`src/rtl/selfid_pkg.sv`:
```
package selfid_pkg;
  localparam int unsigned PHY_REG_W   = 8;
  localparam int unsigned PHY_ADDR_W  = 4;
  localparam int unsigned STAT_W      = 32;
  localparam int unsigned PHY_ID_W    = 6;
  localparam int unsigned SID_W       = 32;
  localparam int unsigned FIRST_REG   = 1;
  localparam int unsigned LAST_REG    = 6;
  localparam int unsigned NUM_REGS    = LAST_REG - FIRST_REG + 1;
  localparam int unsigned IDX_W       = $clog2(NUM_REGS);
  localparam int unsigned STAT_ADDR_LSB = 24;
  localparam int unsigned STAT_DATA_LSB = 16;
  localparam logic [SID_W-1:0] SID_BASE = 32'h8040_0000;
  localparam int unsigned FIELD_PORTS_MAX = 3;

  typedef logic [PHY_REG_W-1:0] phy_byte_t;

  typedef enum logic [2:0] {
    SEQ_IDLE,
    SEQ_REQ,
    SEQ_WAIT,
    SEQ_BUILD,
    SEQ_DONE
  } seq_state_e;
endpackage

```
`src/rtl/phy_read_seq.sv`:
```
module phy_read_seq
  import selfid_pkg::*;
#(
  parameter int unsigned MAX_POLLS = 16
) (
  input  logic                  clk_i,
  input  logic                  rst_ni,
  input  logic                  start_i,
  input  logic [STAT_W-1:0]     phy_status_i,
  output logic                  phy_rd_o,
  output logic [PHY_ADDR_W-1:0] phy_addr_o,
  output logic                  cap_en_o,
  output logic [IDX_W-1:0]      cap_idx_o,
  output phy_byte_t             cap_data_o,
  output logic                  build_o,
  output logic                  done_o,
  output logic                  err_o,
  output logic                  busy_o
);
  localparam int unsigned POLL_W = (MAX_POLLS > 1) ? $clog2(MAX_POLLS) : 1;

  seq_state_e            state_q, state_d;
  logic [PHY_ADDR_W-1:0] addr_q, addr_d;
  logic [POLL_W-1:0]     poll_q, poll_d;
  logic                  err_q, err_d;
  logic                  hit;
  logic                  unused_stat_bits;

  assign hit = (phy_status_i[STAT_ADDR_LSB +: PHY_ADDR_W] == addr_q);
  assign unused_stat_bits = ^{phy_status_i[STAT_W-1:STAT_ADDR_LSB+PHY_ADDR_W],
                              phy_status_i[STAT_DATA_LSB-1:0]};

  always_comb begin
    state_d = state_q;
    addr_d  = addr_q;
    poll_d  = poll_q;
    err_d   = err_q;
    unique case (state_q)
      SEQ_IDLE: if (start_i) begin
        state_d = SEQ_REQ;
        addr_d  = PHY_ADDR_W'(FIRST_REG);
        err_d   = 1'b0;
      end
      SEQ_REQ: begin
        poll_d  = '0;
        state_d = SEQ_WAIT;
      end
      SEQ_WAIT: begin
        if (hit) begin
          if (addr_q == PHY_ADDR_W'(LAST_REG)) begin
            state_d = SEQ_BUILD;
          end else begin
            addr_d  = addr_q + 1'b1;
            state_d = SEQ_REQ;
          end
        end else if (poll_q == POLL_W'(MAX_POLLS - 1)) begin
          err_d   = 1'b1;
          state_d = SEQ_DONE;
        end else begin
          poll_d = poll_q + 1'b1;
        end
      end
      SEQ_BUILD: state_d = SEQ_DONE;
      SEQ_DONE:  state_d = SEQ_IDLE;
      default:   state_d = SEQ_IDLE;
    endcase
  end

  always_ff @(posedge clk_i or negedge rst_ni) begin
    if (!rst_ni) begin
      state_q <= SEQ_IDLE;
      addr_q  <= '0;
      poll_q  <= '0;
      err_q   <= 1'b0;
    end else begin
      state_q <= state_d;
      addr_q  <= addr_d;
      poll_q  <= poll_d;
      err_q   <= err_d;
    end
  end

  assign phy_rd_o   = (state_q == SEQ_REQ);
  assign phy_addr_o = addr_q;
  assign cap_en_o   = (state_q == SEQ_WAIT) && hit;
  assign cap_idx_o  = IDX_W'(addr_q - PHY_ADDR_W'(FIRST_REG));
  assign cap_data_o = phy_status_i[STAT_DATA_LSB +: PHY_REG_W];
  assign build_o    = (state_q == SEQ_BUILD);
  assign done_o     = (state_q == SEQ_DONE);
  assign err_o      = done_o && err_q;
  assign busy_o     = (state_q != SEQ_IDLE);
endmodule

```
`src/rtl/port_status_enc.sv`:
```
module port_status_enc
  import selfid_pkg::*;
(
  input  phy_byte_t   port_reg_i,
  input  logic        present_i,
  output logic [1:0]  code_o
);
  always_comb begin
    if (!present_i)          code_o = 2'b00;
    else if (!port_reg_i[2]) code_o = 2'b01;
    else                     code_o = {1'b1, port_reg_i[3]};
  end
endmodule

```
`src/rtl/selfid_pack.sv`:
```
module selfid_pack
  import selfid_pkg::*;
#(
  parameter int unsigned MAX_PORTS = 3
) (
  input  logic [PHY_ID_W-1:0] phy_id_i,
  input  phy_byte_t           regs_i [NUM_REGS],
  output logic [SID_W-1:0]    sid_o
);
  // port fields end at bit 2; a fourth would overlap the reset flag
  localparam int unsigned PORTS_USED = (MAX_PORTS > FIELD_PORTS_MAX) ? FIELD_PORTS_MAX : MAX_PORTS;

  logic [4:0] nports_raw, nports;
  logic [1:0] codes [PORTS_USED];
  logic       unused_reg_bits;

  assign nports_raw = regs_i[1][4:0];
  assign nports     = (nports_raw > 5'(PORTS_USED)) ? 5'(PORTS_USED) : nports_raw;
  assign unused_reg_bits = ^{regs_i[0], regs_i[1], regs_i[2], regs_i[3], regs_i[4], regs_i[5]};

  for (genvar p = 0; p < PORTS_USED; p++) begin : g_port
    port_status_enc u_enc (
      .port_reg_i (regs_i[2+p]),
      .present_i  (5'(p) < nports),
      .code_o     (codes[p])
    );
  end

  always_comb begin
    sid_o        = SID_BASE;
    sid_o[29:24] = phy_id_i;
    sid_o[21:16] = regs_i[0][5:0];
    sid_o[15:14] = regs_i[1][7:6];
    sid_o[11]    = regs_i[5][0];
    sid_o[1]     = regs_i[5][4];
    for (int p = 0; p < PORTS_USED; p++) begin
      sid_o[7-2*p -: 2] = codes[p];
    end
  end
endmodule

```
`src/rtl/own_selfid_gen.sv`:
```
module own_selfid_gen
  import selfid_pkg::*;
#(
  parameter int unsigned MAX_POLLS = 16,
  parameter int unsigned MAX_PORTS = 3
) (
  input  logic        clk_i,
  input  logic        rst_ni,
  input  logic        start_i,
  input  logic [5:0]  phy_id_i,
  output logic        busy_o,
  output logic        done_o,
  output logic        err_o,
  output logic [31:0] selfid_o,
  output logic        phy_rd_o,
  output logic [3:0]  phy_addr_o,
  input  logic [31:0] phy_status_i
);
  logic                cap_en, build;
  logic [IDX_W-1:0]    cap_idx;
  phy_byte_t           cap_data;
  phy_byte_t           reg_q [NUM_REGS];
  logic [PHY_ID_W-1:0] phy_id_q;
  logic [SID_W-1:0]    sid_next, sid_q;

  phy_read_seq #(.MAX_POLLS(MAX_POLLS)) u_seq (
    .clk_i        (clk_i),
    .rst_ni       (rst_ni),
    .start_i      (start_i),
    .phy_status_i (phy_status_i),
    .phy_rd_o     (phy_rd_o),
    .phy_addr_o   (phy_addr_o),
    .cap_en_o     (cap_en),
    .cap_idx_o    (cap_idx),
    .cap_data_o   (cap_data),
    .build_o      (build),
    .done_o       (done_o),
    .err_o        (err_o),
    .busy_o       (busy_o)
  );

  for (genvar g = 0; g < NUM_REGS; g++) begin : g_reg
    always_ff @(posedge clk_i or negedge rst_ni) begin
      if (!rst_ni)                                  reg_q[g] <= '0;
      else if (cap_en && (cap_idx == IDX_W'(g)))    reg_q[g] <= cap_data;
    end
  end

  always_ff @(posedge clk_i or negedge rst_ni) begin
    if (!rst_ni)                  phy_id_q <= '0;
    else if (start_i && !busy_o)  phy_id_q <= phy_id_i;
  end

  selfid_pack #(.MAX_PORTS(MAX_PORTS)) u_pack (
    .phy_id_i (phy_id_q),
    .regs_i   (reg_q),
    .sid_o    (sid_next)
  );

  always_ff @(posedge clk_i or negedge rst_ni) begin
    if (!rst_ni)    sid_q <= '0;
    else if (build) sid_q <= sid_next;
  end

  assign selfid_o = sid_q;
endmodule

```
`config.mk`:
```
export PLATFORM = sky130hd
export DESIGN_NAME = own_selfid_gen
export DESIGN_NICKNAME = d
export VERILOG_FILES = /design/src/rtl/selfid_pkg.sv /design/src/rtl/phy_read_seq.sv /design/src/rtl/port_status_enc.sv /design/src/rtl/selfid_pack.sv /design/src/rtl/own_selfid_gen.sv
export SDC_FILE = /design/constraint.sdc
export NUM_CORES = 1
export LEC_CHECK = 0
export ABC_AREA = 1
export BUFFER_PORTS_ARGS = -buffer_cell sky130_fd_sc_hd__buf_2
export CORE_ASPECT_RATIO = 0.5
export CORE_MARGIN = 3
export CORE_UTILIZATION = 52
export DETAILED_ROUTE_END_ITERATION = 7
export PLACE_DENSITY = 0.85
export SYNTH_ARGS = -nofsm -noshare
export SYNTH_HDL_FRONTEND = slang
export SYNTH_SLANG_ARGS = --single-unit
```
`constraint.sdc`:
```
create_clock -name clk_i -period 2.2 [get_ports clk_i]
set_clock_uncertainty 0.15 [all_clocks]
set_input_delay 0.11 -clock clk_i [delete_from_list [all_inputs] [get_ports clk_i]]
set_output_delay 0.11 -clock clk_i [all_outputs]
set_load 0.005 [all_outputs]
```
* Yosys cells after proc, flatten, opt, wreduce, memory -nomap -nowiden
Index checks and enable logic that the tools add are counted. Widths: inputs -> output; s select.
Word-level totals: flip-flop bits (word level) 73, latch bits 0, RAM bits 0, logic and storage cells 80, input bits 41, ROM bits 0, memories kept 0, output and inout bits 40
Cells by class: bitwise gates (word level) 0, $mul 0, $lt $le $gt $ge 4, reductions and logical operators 19, shifts and indexed selects 0, eq/ne operators 19, divide/modulo/power cells 0, mux-type cells 23, add/sub/neg operators 3
Operators by type and width (count):
- $mux 4 | 5
- $pmux 4 s2 | 2
- $mux 2 | 7
- $eq 3x2->1 const B | 4
- $pmux 3 s4 | 1
- $lt 1x5->1 const A | 2
- $eq 3x3->1 const B | 3
- $logic_and 1x1->1 | 9
- $mux 3 | 3
- $add 4x1->4 const B | 2
- $ne 2x2->1 const B | 4
- $reduce_and 4->1 | 2
- $eq 3x1->1 const B | 2
- $logic_not 3->1 | 2
- $gt 5x2->1 const B | 1
- $lt 2x5->1 const A | 1
- $mux 5 | 1
- $eq 4x3->1 const B | 1
- $eq 4x4->1 | 1
- $eq 4x4->1 const B | 1
- $ne 2x1->1 const B | 2
- $reduce_bool 2->1 | 2
- $mux 1 | 3
- $ne 3x1->1 const B | 1
- 6 further kinds | 6

* Longest topological paths before layout
depth in word-level cells 4, gate-level depth with buffers 9, gate-level depth less buffers 9

* Hierarchy
A second synthesis with hierarchy kept.
Unflattened totals: cells, all modules 556, area total of the unflattened synthesis 4733.3 µm²
Modules (own cells, without submodules):
- own_selfid_gen | area each 3414.5 µm², seq. area each 2152.1 µm², instances 1, cells each 378
- phy_read_seq | area each 1007.2 µm², seq. area each 300.3 µm², instances 1, cells each 127
- selfid_pack | area each 240.2 µm², seq. area each 0.0 µm², instances 1, cells each 36
- port_status_enc | area each 23.8 µm², seq. area each 0.0 µm², instances 3, cells each 5

* Worst setup path after synthesis
Ideal clock, no wire load.
path type flip-flop to flip-flop, start register u_seq.addr_q[0] (netlist: u_seq.phy_addr_o[0]), end register reg_q[32] (netlist name), cell stages (with the launch flop) 8, clock period less this slack 2.016 ns, setup time 0.118 ns, path buffers 0, setup slack 0.184 ns, data required time 1.932 ns, arrival 1.748 ns, path through dfrtp_1 > inv_2 > ha_1 > ha_1 > nor2_1 > nand4_1 > nand2_1 > nand2_1
On the way: longest elaborated chain between the ends 3, elaborated cells on any way between the ends 5, those cells by class add/sub: 1; eq/ne: 2; reduce/logical: 2
RTL lines:
- from (decl) | line phy_read_seq.sv:23 | logic [PHY_ADDR_W-1:0] addr_q, addr_d;
- from (signal assigned) | line phy_read_seq.sv:77 | addr_q <= addr_d;
- $sub 3x1->3 or $eq 4x4->1 (tied branches) | line phy_read_seq.sv:86, phy_read_seq.sv:29
- $eq 3x1->1 or $logic_and 1x1->1 (tied branches) | line own_selfid_gen.sv:45, phy_read_seq.sv:85
- $logic_and 1x1->1 (*) | line own_selfid_gen.sv:45 | else if (cap_en && (cap_idx == IDX_W'(g))) reg_q[g] <= cap_data;
- to (signal, indexed assignment) | line own_selfid_gen.sv:45
- to (decl) | line own_selfid_gen.sv:22 | phy_byte_t reg_q [NUM_REGS];
Every way passes the cells marked *; elsewhere a longest branch is shown, timed or not. A chain may end at the register's enable or synchronous reset.

* Worst setup path after layout
start register u_seq.addr_q[0] (netlist: u_seq.phy_addr_o[0]), end register reg_q[36] (netlist name)
Same word-level chain as after synthesis.

==> load_flow_metrics.sql <==
INSERT INTO impl_metrics (metric_group, metric, value, unit) VALUES
('run_status', 'run_status', 'finished clean', ''),
('min_path', 'hold-path-cell-count', '4', ''),
('clocking', 'ctsLongestPathBuffers', '2', ''),
('timing', 'slew_viol_final', '0', ''),
('logic_synthesis', 'synthCells', '356', ''),
('logic_synthesis', 'cell_type_with_the_highest_aggregate_area_in_the_netlist', 'sky130_fd_sc_hd__dfrtp_1', ''),
('grt', 'grt_pass1_wl', '12000', 'µm'),
('clocking', 'clkTransAtPathRegs', '0.05', 'ns'),
('min_path', 'worst_hold_path.endpoint', 'u_seq.state_q[0]$_DFFE_PN0P_', ''),
('floorplanning', 'floorplan.die.width', '113', 'µm'),
('logic_synthesis', 'synth.distinct_cells', '30', ''),
('route', 'routed_wirelength', '7220', 'µm'),
('finish', 'most-common-layout-cells', '140 x sky130_fd_sc_hd__nand2_1, 62 x sky130_fd_sc_hd__dfrtp_1, 52 x sky130_fd_sc_hd__buf_2', ''),
('floorplanning', 'core_area', '5230', 'µm²'),
('route', 'wl_per_cell', '14.3', 'µm'),
('worst_setup_path', 'cp.required', '2.26', 'ns'),
('worst_setup_path', 'timing.rr.start', 'u_seq.phy_addr_o[0]$_DFFE_PN0P_', ''),
('clocking', 'clock_insertion_delay_worst_skew', '0.33', 'ns'),
('floorplanning', 'floorplan.rows', '18', ''),
('clocking', 'tritoncts_num_sinks', '62', ''),
('run', 'maxCapViolCount', '0', ''),
('floorplanning', 'die_outline_area', '6740', 'µm²'),
('floorplanning', 'die_y', '59.6', 'µm'),
('grt', 'grt_pass1_vias', '2555', ''),
('grt', 'antenna_found_initial', '0', ''),
('timing', 'final.min_clock_period', '2.07', 'ns'),
('grt', 'grt_max_degree', '63', ''),
('place', 'post-place-ws', '0.330', 'ns'),
('logic_synthesis', 'post_synth_instance_area', '2990', 'µm²'),
('finish', 'areaGrowthSynthToFinish', '27.3', '%'),
('clocking', 'cts_tree', 'done', ''),
('worst_setup_path', 'timing.critical_path.to_type', 'flop', ''),
('timing', 'fin_hold_ws', '0.00766', 'ns'),
('power_and_ir_drop', 'powerDensity', '1180', 'nW/µm²'),
('grt', 'grt_remaining_overflow', '0', ''),
('finish', 'layout_commonest_cell', 'sky130_fd_sc_hd__nand2_1', ''),
('logic_synthesis', 'synthSimpleGateAreaFrac', '32.1', '%'),
('power_and_ir_drop', 'peakVddDrop', '0.536', 'mV'),
('logic_synthesis', 'synth_top_cells_by_area', 'sky130_fd_sc_hd__dfrtp_1 52%, sky130_fd_sc_hd__nand2_1 18%, sky130_fd_sc_hd__nand3_1 6.0%', ''),
('floorplanning', 'initial_core_util', '57.1', '%'),
('timing', 'tns', '0', 'ns'),
('route', 'final_antenna_net_count', '0', ''),
('logic_synthesis', 'syn_avg_cell_area', '8.39', 'µm²'),
('floorplanning', 'ios', '81', ''),
('logic_synthesis', 'ys_ff_latch', '62', ''),
('logic_synthesis', 'adder_and_majority_cell_fraction_of_the_synthesized_area', '2.51', '%'),
('clocking', 'htree_num_levels', '3', ''),
('logic_synthesis', 'synth_compound_area_share', '4.23', '%'),
('timing', 'hold_viol_final', '0', ''),
('grt', 'grt_use_total', '23.2', '%'),
('logic_synthesis', 'main_combinational_cell_family_by_area_after_synthesis', 'simple AND/OR/NAND/NOR gates', ''),
('power_and_ir_drop', 'p_leak', '0.00216', 'µW'),
('logic_synthesis', 'portion_of_synthesized_cell_area_occupied_by_the_leading_cell_type', '52.0', '%'),
('logic_synthesis', 'synth.mux.area_fraction', '0', '%'),
('route', 'number_of_remaining_drc_errors', '0', ''),
('timing', 'report.final.setup_viol', '0', ''),
('timing', 'tightest_slew', '0.505', 'ns'),
('place', 'place.port_buffers', '52', ''),
('place', 'placed_area', '3290', 'µm²'),
('finish', 'finalNetCount', '478', ''),
('logic_synthesis', 'yosysSeqAreaShare', '52.0', '%'),
('worst_setup_path', 'timing.setup.critical_path_class', 'reg -> reg', ''),
('clocking', 'cts_post_setup_buffers_inserted', '0', ''),
('finish', 'stdcell_area', '3800', 'µm²'),
('clocking', 'cts_buffers', '9', ''),
('logic_synthesis', 'synth_xor_xnor_area_share', '0.587', '%'),
('worst_setup_path', 'worst-r2r-cell-count', '7', ''),
('route', 'viasPerCell', '5.26', ''),
('worst_setup_path', 'setup.reg_to_reg.worst_slack', '0.13', 'ns'),
('clocking', 'root_buffer_cell', 'sky130_fd_sc_hd__clkbuf_16', ''),
('place', 'gp_routability_congestion', '0.832', '');
==> where the power goes <==
part | leakage, µW | total, µW | switching [µW] | internal, µW
Clock | 0.000175 | 1670 | 476 | 1190
Sequential | 0.000825 | 1590 | 167 | 1420
Combinational | 0.00116 | 1220 | 784 | 435
==> state kept, by name, indices dropped and copies added (netlist names) <==
signal and flops:
selfid_o 23, reg_q 21, phy_id_q 6, u_seq.phy_addr_o 4, u_seq.poll_q 4, u_seq.state_q 3
u_seq.err_q 1
==> what timing repair did <==
action	4_1_cts	5_1_grt
resized for setup	0	0
hold buffers	15	0
endpoints found under the setup margin	0	0
hold endpoints to repair	89	0
==> synth_stat cells <==
master / number
sky130_fd_sc_hd__conb_1: 1
sky130_fd_sc_hd__dfrtp_1: 62
sky130_fd_sc_hd__o21ai_0: 11
sky130_fd_sc_hd__nor3_4: 1
sky130_fd_sc_hd__or2_2: 2
sky130_fd_sc_hd__nand3_4: 1
sky130_fd_sc_hd__inv_2: 6
sky130_fd_sc_hd__nand2_4: 1
sky130_fd_sc_hd__inv_1: 29
sky130_fd_sc_hd__nand3_2: 1
sky130_fd_sc_hd__nor4_1: 1
sky130_fd_sc_hd__buf_6: 3
sky130_fd_sc_hd__xnor2_1: 1
sky130_fd_sc_hd__buf_2: 2
sky130_fd_sc_hd__xor2_1: 1
sky130_fd_sc_hd__ha_1: 6
sky130_fd_sc_hd__clkbuf_1: 1
sky130_fd_sc_hd__nand2_1: 140
sky130_fd_sc_hd__nor2_8: 2
sky130_fd_sc_hd__nand3_1: 36
sky130_fd_sc_hd__buf_4: 10
sky130_fd_sc_hd__o211ai_1: 1
sky130_fd_sc_hd__nor2_1: 18
sky130_fd_sc_hd__o21ai_2: 6
sky130_fd_sc_hd__o22ai_1: 1
sky130_fd_sc_hd__nand2_2: 1
sky130_fd_sc_hd__nand4_1: 6
sky130_fd_sc_hd__nor3_1: 3
sky130_fd_sc_hd__nor2_4: 1
sky130_fd_sc_hd__a21oi_1: 1
==> metal layers <==
metal | GRT usage (%) | vias to the layer above | share of wire [%]
li1 | - | 1264 | -
met1 | 27.6 | 1231 | 41
met2 | 39.6 | 138 | 49
met3 | 7.03 | 21 | 7.5
met4 | 10.8 | 0 | 2.5
met5 | 0 | - | 0
==> cell families (layout without fill, tap and decap cells) <==
family | after synthesis | after routing
adders and majority gates | 6 | 6
DFF | 62 | 62
other | 1 | 8
xor gates and xnor gates | 2 | 2
and+or+nand+nor | 214 | 214
AOI/OAI and AO/OA | 20 | 20
buffers and inverters | 51 | 123
==> worst max-delay path by stage <==
| stage | start | to | slack, ns |
|---|---|---|---|
| after detailed placement | u_seq.phy_addr_o[0]$_DFFE_PN0P_ | reg_q[33]$_DFFE_PN0P_ | 0.33 |
| after global placement | u_seq.phy_addr_o[0]$_DFFE_PN0P_ | reg_q[36]$_DFFE_PN0P_ | 0.38 |
| after global routing | u_seq.phy_addr_o[0]$_DFFE_PN0P_ | reg_q[39]$_DFFE_PN0P_ | 0.03 |
| after CTS | u_seq.phy_addr_o[0]$_DFFE_PN0P_ | reg_q[41]$_DFFE_PN0P_ | 0.23 |
| after floorplan | u_seq.phy_addr_o[0]$_DFFE_PN0P_ | reg_q[32]$_DFFE_PN0P_ | 0.18 |
| final | u_seq.phy_addr_o[0]$_DFFE_PN0P_ | reg_q[36]$_DFFE_PN0P_ | 0.13 |
==> metrics by stage <==
stage	cells	total power (µW)	utilization [%]
2_1_floorplan	363	2370	-
3_3_place_gp	475	2700	63.1
3_5_place_dp	475	2740	63.1
4_1_cts	505	4460	72.7
5_1_grt	505	4720	72.7
6_report	505	4480	72.7
==> area by class of cell <==
| type | count | area (µm²) |
|---|---|---|
| sequential | 62 | 1550 |
| fill | 346 | 1420 |
| multi-input combinational | 250 | 1210 |
| timing repair buffer | 73 | 468 |
| clock buffer | 12 | 267 |
| inverter | 35 | 131 |
| clock inverter | 3 | 90.1 |
| tap | 70 | 87.6 |
==> critical path: stages, from the launching register on <==
cell and delay [ns]:
sky130_fd_sc_hd__dfrtp_1 0.37, sky130_fd_sc_hd__inv_2 0.07, sky130_fd_sc_hd__ha_1 0.20, sky130_fd_sc_hd__ha_1 0.35
sky130_fd_sc_hd__nor2_1 0.23, sky130_fd_sc_hd__nand4_1 0.34, sky130_fd_sc_hd__nand2_1 0.17, sky130_fd_sc_hd__nand2_1 0.09
No activity file was read; power rests on OpenSTA's default activity.
